==> src/rtl/epoch_pkg.sv <==
package epoch_pkg;
    localparam int EPOCH_W = 64;
    typedef logic [EPOCH_W-1:0] epoch_t;

    typedef struct packed {
        logic pulse;
        logic tick;
    } tk_evt_t;

    function automatic epoch_t epoch_next(input epoch_t cur, input logic ld,
                                          input epoch_t ldv, input logic tk);
        if (ld)      return ldv;
        else if (tk) return cur + epoch_t'(1);
        else         return cur;
    endfunction
endpackage

==> src/rtl/ref_edge_sync.sv <==
module ref_edge_sync #(
    parameter int SYNC_STAGES = 3
) (
    input  logic clk,
    input  logic rst,
    input  logic ref_in,
    output logic rise_pulse
);
    localparam int CHAIN_W = SYNC_STAGES + 1;
    logic [CHAIN_W-1:0] chain;

    always_ff @(posedge clk) begin
        if (rst) chain[0] <= 1'b0;
        else     chain[0] <= ref_in;
    end

    genvar g;
    generate
        for (g = 1; g < CHAIN_W; g++) begin : g_stage
            always_ff @(posedge clk) begin
                if (rst) chain[g] <= 1'b0;
                else     chain[g] <= chain[g-1];
            end
        end
    endgenerate

    // compare two settled stages only; raw input never feeds the detector
    assign rise_pulse = chain[SYNC_STAGES-1] & ~chain[SYNC_STAGES];
endmodule

==> src/rtl/tick_divider.sv <==
module tick_divider
    import epoch_pkg::*;
#(
    parameter int DIV_W = 32
) (
    input  logic             clk,
    input  logic             rst,
    input  logic             pulse,
    input  logic             clear,
    input  logic [DIV_W-1:0] div_const,
    output tk_evt_t          evt
);
    localparam int CW = DIV_W + 1;
    logic [DIV_W-1:0] cnt;
    logic             last;

    assign last = ({1'b0, cnt} + CW'(1)) >= {1'b0, div_const};

    always_ff @(posedge clk) begin
        if (rst || clear)   cnt <= '0;
        else if (pulse) begin
            if (last)       cnt <= '0;
            else            cnt <= cnt + DIV_W'(1);
        end
    end

    assign evt.pulse = pulse;
    assign evt.tick  = pulse & last;
endmodule

==> src/rtl/epoch_counter.sv <==
module epoch_counter
    import epoch_pkg::*;
(
    input  logic   clk,
    input  logic   rst,
    input  logic   tick,
    input  logic   load_en,
    input  epoch_t load_val,
    output epoch_t value
);
    always_ff @(posedge clk) begin
        if (rst) value <= '0;
        else     value <= epoch_next(value, load_en, load_val, tick);
    end
endmodule

==> src/rtl/epoch_timekeeper.sv <==
module epoch_timekeeper
    import epoch_pkg::*;
#(
    parameter int DIV_W       = 32,
    parameter int SYNC_STAGES = 3
) (
    input  logic             clk,
    input  logic             rst,
    input  logic             ref_osc,
    input  logic [DIV_W-1:0] div_const,
    input  logic             load_en,
    input  logic [63:0]      load_val,
    output logic [63:0]      epoch,
    output logic             edge_pulse,
    output logic             sec_tick
);
    logic    rise;
    tk_evt_t evt;

    ref_edge_sync #(.SYNC_STAGES(SYNC_STAGES)) u_sync (
        .clk(clk), .rst(rst), .ref_in(ref_osc), .rise_pulse(rise)
    );

    tick_divider #(.DIV_W(DIV_W)) u_div (
        .clk(clk), .rst(rst), .pulse(rise), .clear(load_en),
        .div_const(div_const), .evt(evt)
    );

    epoch_counter u_epoch (
        .clk(clk), .rst(rst), .tick(evt.tick), .load_en(load_en),
        .load_val(load_val), .value(epoch)
    );

    assign edge_pulse = evt.pulse;
    assign sec_tick   = evt.tick;
endmodule

==> config.mk <==
export PLATFORM = sky130hd
export DESIGN_NAME = epoch_timekeeper
export DESIGN_NICKNAME = d
export VERILOG_FILES = /design/src/rtl/epoch_pkg.sv /design/src/rtl/ref_edge_sync.sv /design/src/rtl/tick_divider.sv /design/src/rtl/epoch_counter.sv /design/src/rtl/epoch_timekeeper.sv
export SDC_FILE = /design/constraint.sdc
export NUM_CORES = 1
export LEC_CHECK = 0
export ABC_AREA = 1
export BUFFER_PORTS_ARGS = -buffer_cell sky130_fd_sc_hd__buf_2
export CAP_MARGIN = 20
export CORE_UTILIZATION = 53
export CTS_CLUSTER_SIZE = 14
export DETAILED_ROUTE_END_ITERATION = 10
export GPL_TIMING_DRIVEN = 0
export PLACE_DENSITY = 0.78
export SYNTH_ARGS = -nofsm -noshare
export SYNTH_HDL_FRONTEND = slang
export SYNTH_HIERARCHICAL = 1
export SYNTH_SLANG_ARGS = --single-unit
==> constraint.sdc <==
create_clock -name clk -period 5.74 [get_ports clk]
set_clock_uncertainty 0.05 [all_clocks]
set_input_delay 0.574 -clock clk [delete_from_list [all_inputs] [get_ports clk]]
set_output_delay 0.574 -clock clk [all_outputs]
set_load 0.01 [all_outputs]
# Word level (Yosys, flattened, before mapping)
# Index checks and enable logic that the tools add are counted.
# totals
register_bits	100
inputBits	100
out_inout_bits	66
word_cells	18
# classes
n_addsub	3
order_cmp	1
n_mux	3
n_bitwise	3
reduce_logical	2
# op_table
operator	n
$mux W64	2
$add A64 B1 Y64 const B	1
$add A32 B1 Y33 const B	1
$ge A33 B32 Y1	1
$add A32 B1 Y32 const B	1
$mux W32	1
$and A1 B1 Y1	2
$reduce_bool A2 Y1	1
$logic_or A1 B1 Y1	1
$not A1 Y1	1

# Logic depth before layout (Yosys ltp)
# Gate-level depths: netlist of the first run.
# logic_depth
word_depth	5
depth_mapped	29
ltp_nobuf	28

# By module
# Netlist of the first run, hierarchy kept.
# by_module_without_submodules
module	n_inst	cells_per_inst	area_each_um2	seq_area_each_um2
epoch_counter	1	711	4556.9	1281.2
tick_divider	1	531	3211.8	640.6
ref_edge_sync	1	13	113.9	80.1

# Worst setup path before layout of the first run
# No wires, ideal clock.
# synth_timing
kind	register to register
startpoint	reg u_div.cnt[0]
endpoint	reg u_epoch.value[31]
setup_time_ps	68
arrival_ps	3355
required_time_ps	5622
slack_ps	2267
stages_incl_launch_ff	21
path_buffers	1
synth_period_minus_slack_ps	3473
cell_sequence	dfxtp_1 ha_1 nand2_2 nor2_2 nand2_2 nor3_1 nand3_1 nand2_1 inv_1 ha_1 a21o_1 o21ai_0 nand4_1 nor2_8 nand2_2 nand2_2 inv_1 nor2_1 clkbuf_1 a22oi_1 a21oi_2
# synth_via
elab_chain_cells	4
# synth_rtl
element	line	rtl
from (decl)	tick_divider.sv:14	logic [DIV_W-1:0] cnt;
from (signal assigned)	tick_divider.sv:23	else cnt <= cnt + DIV_W'(1);
$add A32 B1 Y33	tick_divider.sv:17	assign last = ({1'b0, cnt} + CW'(1)) >= {1'b0, div_const};
$ge A33 B32 Y1	tick_divider.sv:17	
$and A1 B1 Y1	tick_divider.sv:28	assign evt.tick = pulse & last;
named net sec_tick	epoch_timekeeper.sv:15	output logic sec_tick
$reduce_bool A2 Y1 (no line)	-	
to (signal assigned)	epoch_counter.sv:13	else value <= epoch_next(value, load_en, load_val, tick);
to (decl)	epoch_counter.sv:9	output epoch_t value
# The timed path passes the listed nets, and every way through them passes these cells.
# A chain may end at the register's enable or synchronous reset.

# Worst setup path after layout of the first run
# layout_timing
startpoint	reg u_div.cnt[0]
endpoint	reg u_epoch.value[45]
# layout_via
elab_chain_cells	4
# layout_rtl
element	line
$add A32 B1 Y33	tick_divider.sv:17
$ge A33 B32 Y1	tick_divider.sv:17
$and A1 B1 Y1	tick_divider.sv:28
$reduce_bool A2 Y1 (no line)	-
# Every way passes these cells.

==> summary.md, run 1 <==
* **register area share after synthesis** 0.254
* **cell accounting for the most synthesized area** dfxtp_1
* **share of synthesized registers carrying an async set or reset** 0
* **combined global-route utilization of all metal layers** 0.355
* **Crit path arrival time** 4.99 ns
* **VDD IR max** 0.181 mV
* **Synth Cell Area** 7880 sq um
* **post-DR wirelength/cell** 16.6 um
* **power density of the placed cells** 172 nW/um^2
* **Core Area** 14,500 sq um
* **post-cts gate resize count** 0
* **Worst EP required** 5.98 ns
* **Psw** 471 uW
* **Leakage** 4.10 nW
* **area growth from synthesis to layout** 17.1%
* **Final Max Slew Viols** 0
* **Starting Density** 0.542
* **setup repair after global routing missed its margin** false
* **Critical Setup Path Class** flip-flop to flip-flop
* **Top-Level Pins** 166
* **Max Cap Viol** 0
* **most frequently used flop master after synthesis** dfxtp_1
* **Port Buffers** 165
* **last weighted congestion value of the routability-driven placer** 0.998
* **number of H-tree branching levels** 3
* **Total Die Area** 15,400 sq um
* **Die Wd** 124 um
* **fillcell total** 1,481
* **row count** 44
* **placed inst area** 8940 sq um
* **Vert. Die Dim** 124 um
* **cell chosen for the clock root** clkbuf_16
* **fraction of synthesized cell area taken by the top area cell type** 0.254
* **final cell count without fillers** 1,620
* **Remaining DRCs** 0
* **final-layout setup total negative slack** 0 ns
* **Critical Path Sink Type** flip-flop
* **number of antenna repair diodes** 0
* **vias in the first global route** 7,710
* **Clk pwr share** 0.387
* **Placed Instances** 1,604
* **total number of clock tree sinks** 100
* **final worst-path cycle share** 0.828
* **number of synthesized register bits** 100
* **ranking of synthesized cells by area** dfxtp_1 25%, nand2_1 17%, nor2_1 8.9%, inv_1 6.2%, ha_1 5.4%
* **vias per cell** 5.52
* **synthesized area per cell** 6.28 sq um
* **largest net degree at the start of global routing** 20
* **number of enable-type register cells in the synthesized netlist** 0
* **slew at the pin closest to its max-slew limit** 0.734 ns
* **final cell area excluding filler cells** 9230 sq um
* **net count after synthesis** 1,389
* **fraction of power consumed by combinational cells** 0.134
* **Clock Pin Slew Worst Setup and Hold Paths** 0.08 ns
* **headroom to the max-slew limit** 0.511
* **clock period minus worst slack** 4.75 ns
* **final hold violation count** 0
* **setup violators final** 0
* **Post-Synthesis Cells** 1,255
* **number of antenna violations at the first check in global routing** 0
* **first-pass GRT wire length** 40,800 um
* **count of routing violations after the opening detailed-route iteration** 914
* **sequential group share of total power** 0.479
* **total of hold buffers inserted after clock tree synthesis** 0
* **Skew-Pair Late Insertion Delay** 0.36 ns
* **most common library cell in the layout ignoring fill and taps** nand2_1
* **post-synth cell types** 35
* **warnings from Yosys** 6
* **worst hold-check path type** flip-flop to flip-flop
* **fin nets** 1,565
* **sort of element at the start of the critical path** flip-flop
* **total number of vias** 8,940
* **layout cell share with drive strength beyond 1** 0.190
* **total wire length after detailed routing** 26,800 um
* **biggest fanout along the worst timing path** 10
* **status** complete, no violations
* **final HPWL from detailed placement** 21,500 um
* **Internal Pwr Total** 1.12 mW
* **CTS tree** yes
* **leading cell types in the layout, fill and taps excluded** 355 x nand2_1, 187 x nor2_1, 173 x buf_2, 130 x inv_1, 100 x dfxtp_1
* **fmax** 0.210 GHz
* **post-CTS setup repair buffer count** 0
* **remaining global-route overflow** 0
* **length of the first detailed-routing pass in iterations** 5
* **count of nets left with antenna violations after detail routing** 0
* **switching power as a share of total power** 0.296
* **overall power consumption** 1.59 mW
* **maximum count of clock buffers along a single path** 2
* **Num CTS Buffers** 9
==> worst paths after layout <==
kind	cells after the start	from	to	slack [ns]
max	21	u_div/cnt[0]$_SDFFE_PP0P_	u_epoch/value[45]$_SDFFE_PP0P_	0.99
min	2	u_sync/chain[1]$_SDFF_PP0_	u_sync/chain[2]$_SDFF_PP0_	0.36
max reg2reg	21	u_div/cnt[0]$_SDFFE_PP0P_	u_epoch/value[45]$_SDFFE_PP0P_	0.99
min reg2reg	2	u_sync/chain[1]$_SDFF_PP0_	u_sync/chain[2]$_SDFF_PP0_	0.36
==> power by group through the flow <==
stage	registers, mW	clock network, mW	logic [mW]
floorplan	0.778	0	0.110
global placement	0.777	0	0.206
detailed placement	0.777	0	0.210
CTS	0.761	0.624	0.211
global route	0.767	0.651	0.238
finish	0.762	0.616	0.213
==> final cells by class <==
| class | instances | area [sq um] | area share |
|---|---|---|---|
| buffer | 37 | 168 | 0.0182 |
| clock buffer | 9 | 225 | 0.0244 |
| clock inverter | 7 | 68.8 | 0.00745 |
| inverter | 134 | 503 | 0.0545 |
| multi-input combinational | 984 | 5210 | 0.564 |
| sequential | 100 | 2000 | 0.217 |
| tap | 184 | 230 | 0.0249 |
| timing repair buffer | 165 | 826 | 0.0894 |
==> kinds of logic (layout without fill, tap and decap cells) <==
kind of cell	count (synthesis)	count (layout)	synth area share
buffers and inverters	171	352	0.0851
xor gates and xnor gates	48	48	0.0533
DFF	100	100	0.254
and+or+nand+nor	711	711	0.401
muxes	3	3	0.00381
adders and majority gates	34	34	0.0540
AOI/OAI and AO/OA	188	188	0.149
==> state kept, by name (all words and copies together) (netlist names) <==
| register | count |
|---|---|
| u_epoch/value | 64 |
| u_div/cnt | 32 |
| u_sync/chain | 4 |
==> metal layers <==
layer  vias to the layer above  part of all wire  global-route usage
met5                         -                 0                   0
met4                         0             0.019              0.0878
met3                        37             0.098              0.0591
met2                       425              0.43               0.541
met1                      4074              0.45               0.516
li1                       4404                 -                   -
==> stage by stage <==
| step | utilization | setup slack, ns | hold slack, ns |
|---|---|---|---|
| global route | 0.635 | 0.708 | 0.357 |
| CTS | 0.635 | 1.09 | 0.361 |
| global placement | 0.615 | 1.18 | 0.340 |
| finish | 0.635 | 0.987 | 0.357 |
| floorplan | - | 2.27 | 0.338 |
| detailed placement | 0.615 | 1.13 | 0.348 |
==> synthesized netlist by cell type, types with 5 or more instances <==
cell,instances
nand2_1,355
nand3_1,80
a22oi_1,47
nor2_2,15
a21o_1,6
nand2_2,19
nand2_4,7
buf_2,8
xor2_1,25
a31oi_1,11
inv_1,130
nor2_4,18
clkbuf_1,26
nand4_1,11
xnor2_1,23
o21bai_2,5
o21ai_0,23
nor3_1,6
a21oi_1,77
dfxtp_1,100
ha_1,34
nor2_1,187
o21bai_1,14
==> worst max-delay path, cell delays in order (launching register included) <==
cell      delay, ns
dfxtp_1        0.49
nand3_1        0.35
inv_1          0.19
nand2_1        0.20
nor2_1         0.22
nand2_1        0.15
xnor2_1        0.34
ha_1           0.34
nand2_1        0.07
nor2_1         0.04
nand2_1        0.05
nor2_1         0.04
nand2_1        0.04
nand4_1        0.20
nor2_8         0.25
nand2_2        0.07
nand2_2        0.09
inv_1          0.13
nor2_1         0.43
clkbuf_1       0.54
a22oi_1        0.16
a21oi_1        0.21
(Power assumes the default switching activity.)
==> run 2: changes to the inputs <==
CORE_UTILIZATION = 51   (was 53)
clock period = 4 ns   (was 5.74 ns; I/O delays follow)
==> summary.md, run 2 (synthesized netlist as in run 1, its figures left out) <==
* **capture endpoint of the worst hold path** u_sync/chain[0]$_SDFF_PP0_
* **Port Buffers** 165
* **number of antenna violations at the first check in global routing** 0
* **CTS tree** yes
* **switching power as a share of total power** 0.291
* **overall power consumption** 2.29 mW
* **setup violators final** 0
* **cell chosen for the clock root** clkbuf_16
* **registers with the most flip-flops** u_epoch/value x64, u_div/cnt x32, u_sync/chain x4
* **power density of the placed cells** 243 nW/um^2
* **total number of vias** 8,861
* **Num CTS Buffers** 9
* **Die Wd** 126 um
* **vias per cell** 5.44
* **Final Max Slew Viols** 0
* **final core utilization** 0.623
* **sort of element at the start of the critical path** flip-flop
* **max reg flops** 64
* **Clk pwr share** 0.387
* **count of routing violations after the opening detailed-route iteration** 868
* **final worst-path cycle share** 0.942
* **Critical Setup Path Class** flip-flop to flip-flop
* **Skew-Pair Late Insertion Delay** 0.36 ns
* **register-to-register setup slack** 0.23 ns
* **layout cell share with drive strength beyond 1** 0.211
* **Crit Reg-Reg Startpoint** u_div/cnt[0]$_SDFFE_PP0P_
* **Slowest Stage Delay on Critical Path** 0.40 ns
* **slowest cell on the critical path** dfxtp_4
* **most common library cell in the layout ignoring fill and taps** nand2_1
* **fillcell total** 1,502
* **vias in the first global route** 7,969
* **biggest fanout along the worst timing path** 9
* **clock period minus worst slack** 3.77 ns
* **final hold violation count** 0
* **fraction of power consumed by combinational cells** 0.136
* **cell mode on critical path** nand2_2
* **VDD IR max** 0.209 mV
* **combined global-route utilization of all metal layers** 0.333
* **Starting Density** 0.520
* **sequential group share of total power** 0.477
* **final-layout setup total negative slack** 0 ns
* **Top reg by flops** u_epoch/value
* **Worst EP required** 4.23 ns
* **Clock Pin Slew Worst Setup and Hold Paths** 0.08 ns
* **length of the first detailed-routing pass in iterations** 6
* **slew at the pin closest to its max-slew limit** 0.833 ns
* **final HPWL from detailed placement** 21,000 um
* **worst hold-check path type** primary input to flip-flop
* **count of nets left with antenna violations after detail routing** 0
* **status** complete, no violations
* **fin nets** 1,571
* **Remaining DRCs** 0
* **total number of clock tree sinks** 100
* **Top-Level Pins** 166
* **row count** 45
* **source of the worst hold timing path** ref_osc
* **fmax** 0.265 GHz
* **number of stages on the worst hold path** 3
* **last weighted congestion value of the routability-driven placer** 0.973
* **leading cell types in the layout, fill and taps excluded** 355 x nand2_1, 178 x nor2_1, 169 x buf_2, 128 x inv_1, 98 x dfxtp_1
* **headroom to the max-slew limit** 0.445
* **Critical Path Sink Type** flip-flop
* **largest net degree at the start of global routing** 19
* **Max Cap Viol** 0
* **first-pass GRT wire length** 41,300 um
* **area growth from synthesis to layout** 19.7%
* **Total Die Area** 16,000 sq um
* **number of antenna repair diodes** 0
* **Crit path arrival time** 4.00 ns
* **number of H-tree branching levels** 3
* **maximum count of clock buffers along a single path** 2
* **Worst Reg2Reg Path Length in Cells** 26
* **post-DR wirelength/cell** 16.3 um
* **Psw** 667 uW
* **total wire length after detailed routing** 26,500 um
* **Vert. Die Dim** 126 um
* **Internal Pwr Total** 1.63 mW
* **Leakage** 4.19 nW
* **Core Area** 15,100 sq um
* **capture point of the worst reg-to-reg path** u_epoch/value[45]$_SDFFE_PP0P_
* **remaining global-route overflow** 0
==> run 2: cell types whose count changed in the layout (fill, tap and decap cells not counted), moves of 3 or more <==
| cell | change |
|---|---|
| nor2_4 | +3 |
| buf_4 | +4 |
| buf_6 | +5 |
| nor2_1 | -9 |
| clkbuf_2 | +3 |
| buf_2 | -4 |
| nor2_2 | +6 |
| clkbuf_1 | -4 |
==> run 2: routing by layer <==
layer  GRT usage  wire, um  vias up
met5           0         0        -
met4       0.110       717        0
met3      0.0557      2220       45
met2       0.540     11800      397
met1       0.450     11800     4016
li1            -         -     4403
==> run 2: how the worst max path moves through the flow <==
stage	start	to	slack (ns)	cells past startpoint
after CTS	u_div/cnt[0]$_SDFFE_PP0P_	sec_tick	0.05	21
after global placement	u_div/cnt[0]$_SDFFE_PP0P_	u_epoch/value[52]$_SDFFE_PP0P_	-0.59	22
after global routing	u_div/cnt[0]$_SDFFE_PP0P_	u_epoch/value[0]$_SDFFE_PP0P_	-0.004	27
after detailed placement	u_div/cnt[0]$_SDFFE_PP0P_	u_epoch/value[45]$_SDFFE_PP0P_	-0.57	22
final	u_div/cnt[0]$_SDFFE_PP0P_	u_epoch/value[45]$_SDFFE_PP0P_	0.23	26
after floorplan	u_div/cnt[0]$_SDFFE_PP0P_	u_epoch/value[31]$_SDFFE_PP0P_	0.53	20
==> run 2: through the flow <==
stage               hold WS (ns)  instance area [sq um]  cells  worst slack, ns
floorplan                  0.338                   7880   1255            0.527
global route               0.204                   9430   1630         -0.00398
CTS                        0.192                   9270   1624           0.0507
global placement           0.345                   8940   1608           -0.590
finish                     0.198                   9430   1630            0.230
detailed placement         0.348                   8940   1608           -0.572
==> run 2: area by class of cell <==
cell class | instances | area, sq um | share of cell area
Tap cell | 188 | 235 | 0.0249
Clock buffer | 11 | 243 | 0.0257
Clock inverter | 5 | 48.8 | 0.00517
Timing Repair Buffer | 171 | 881 | 0.0934
Multi-Input combinational cell | 984 | 5300 | 0.562
Inverter | 134 | 505 | 0.0536
Sequential cell | 100 | 2010 | 0.213
Buffer | 37 | 210 | 0.0223
==> run 2: what timing repair did <==
action	4_1_cts	5_1_grt
endpoints found under the setup margin	61	62
resized for setup	16	32
setup buffers	0	5
hold buffers	0	0
pin swaps	0	3
cloned	0	1
==> run 2: power by group through the flow <==
stage / combinational [mW] / sequential, mW / clock [mW]
3_3_place_gp: 0.297 / 1.11 / 0
5_1_grt: 0.342 / 1.10 / 0.946
3_5_place_dp: 0.303 / 1.12 / 0
4_1_cts: 0.307 / 1.09 / 0.901
6_report: 0.312 / 1.09 / 0.888
2_1_floorplan: 0.157 / 1.12 / 0
==> run 2: worst max-delay path: cells and delay by family, from the launching register on <==
family                   cells  cell delay, ns
adder cells (fa/ha/maj)      2            0.50
AO/OA/AOI/OAI                1            0.14
AND/OR/NAND/NOR             16            1.77
flip-flops                   1            0.40
buffers and inverters        7            0.84
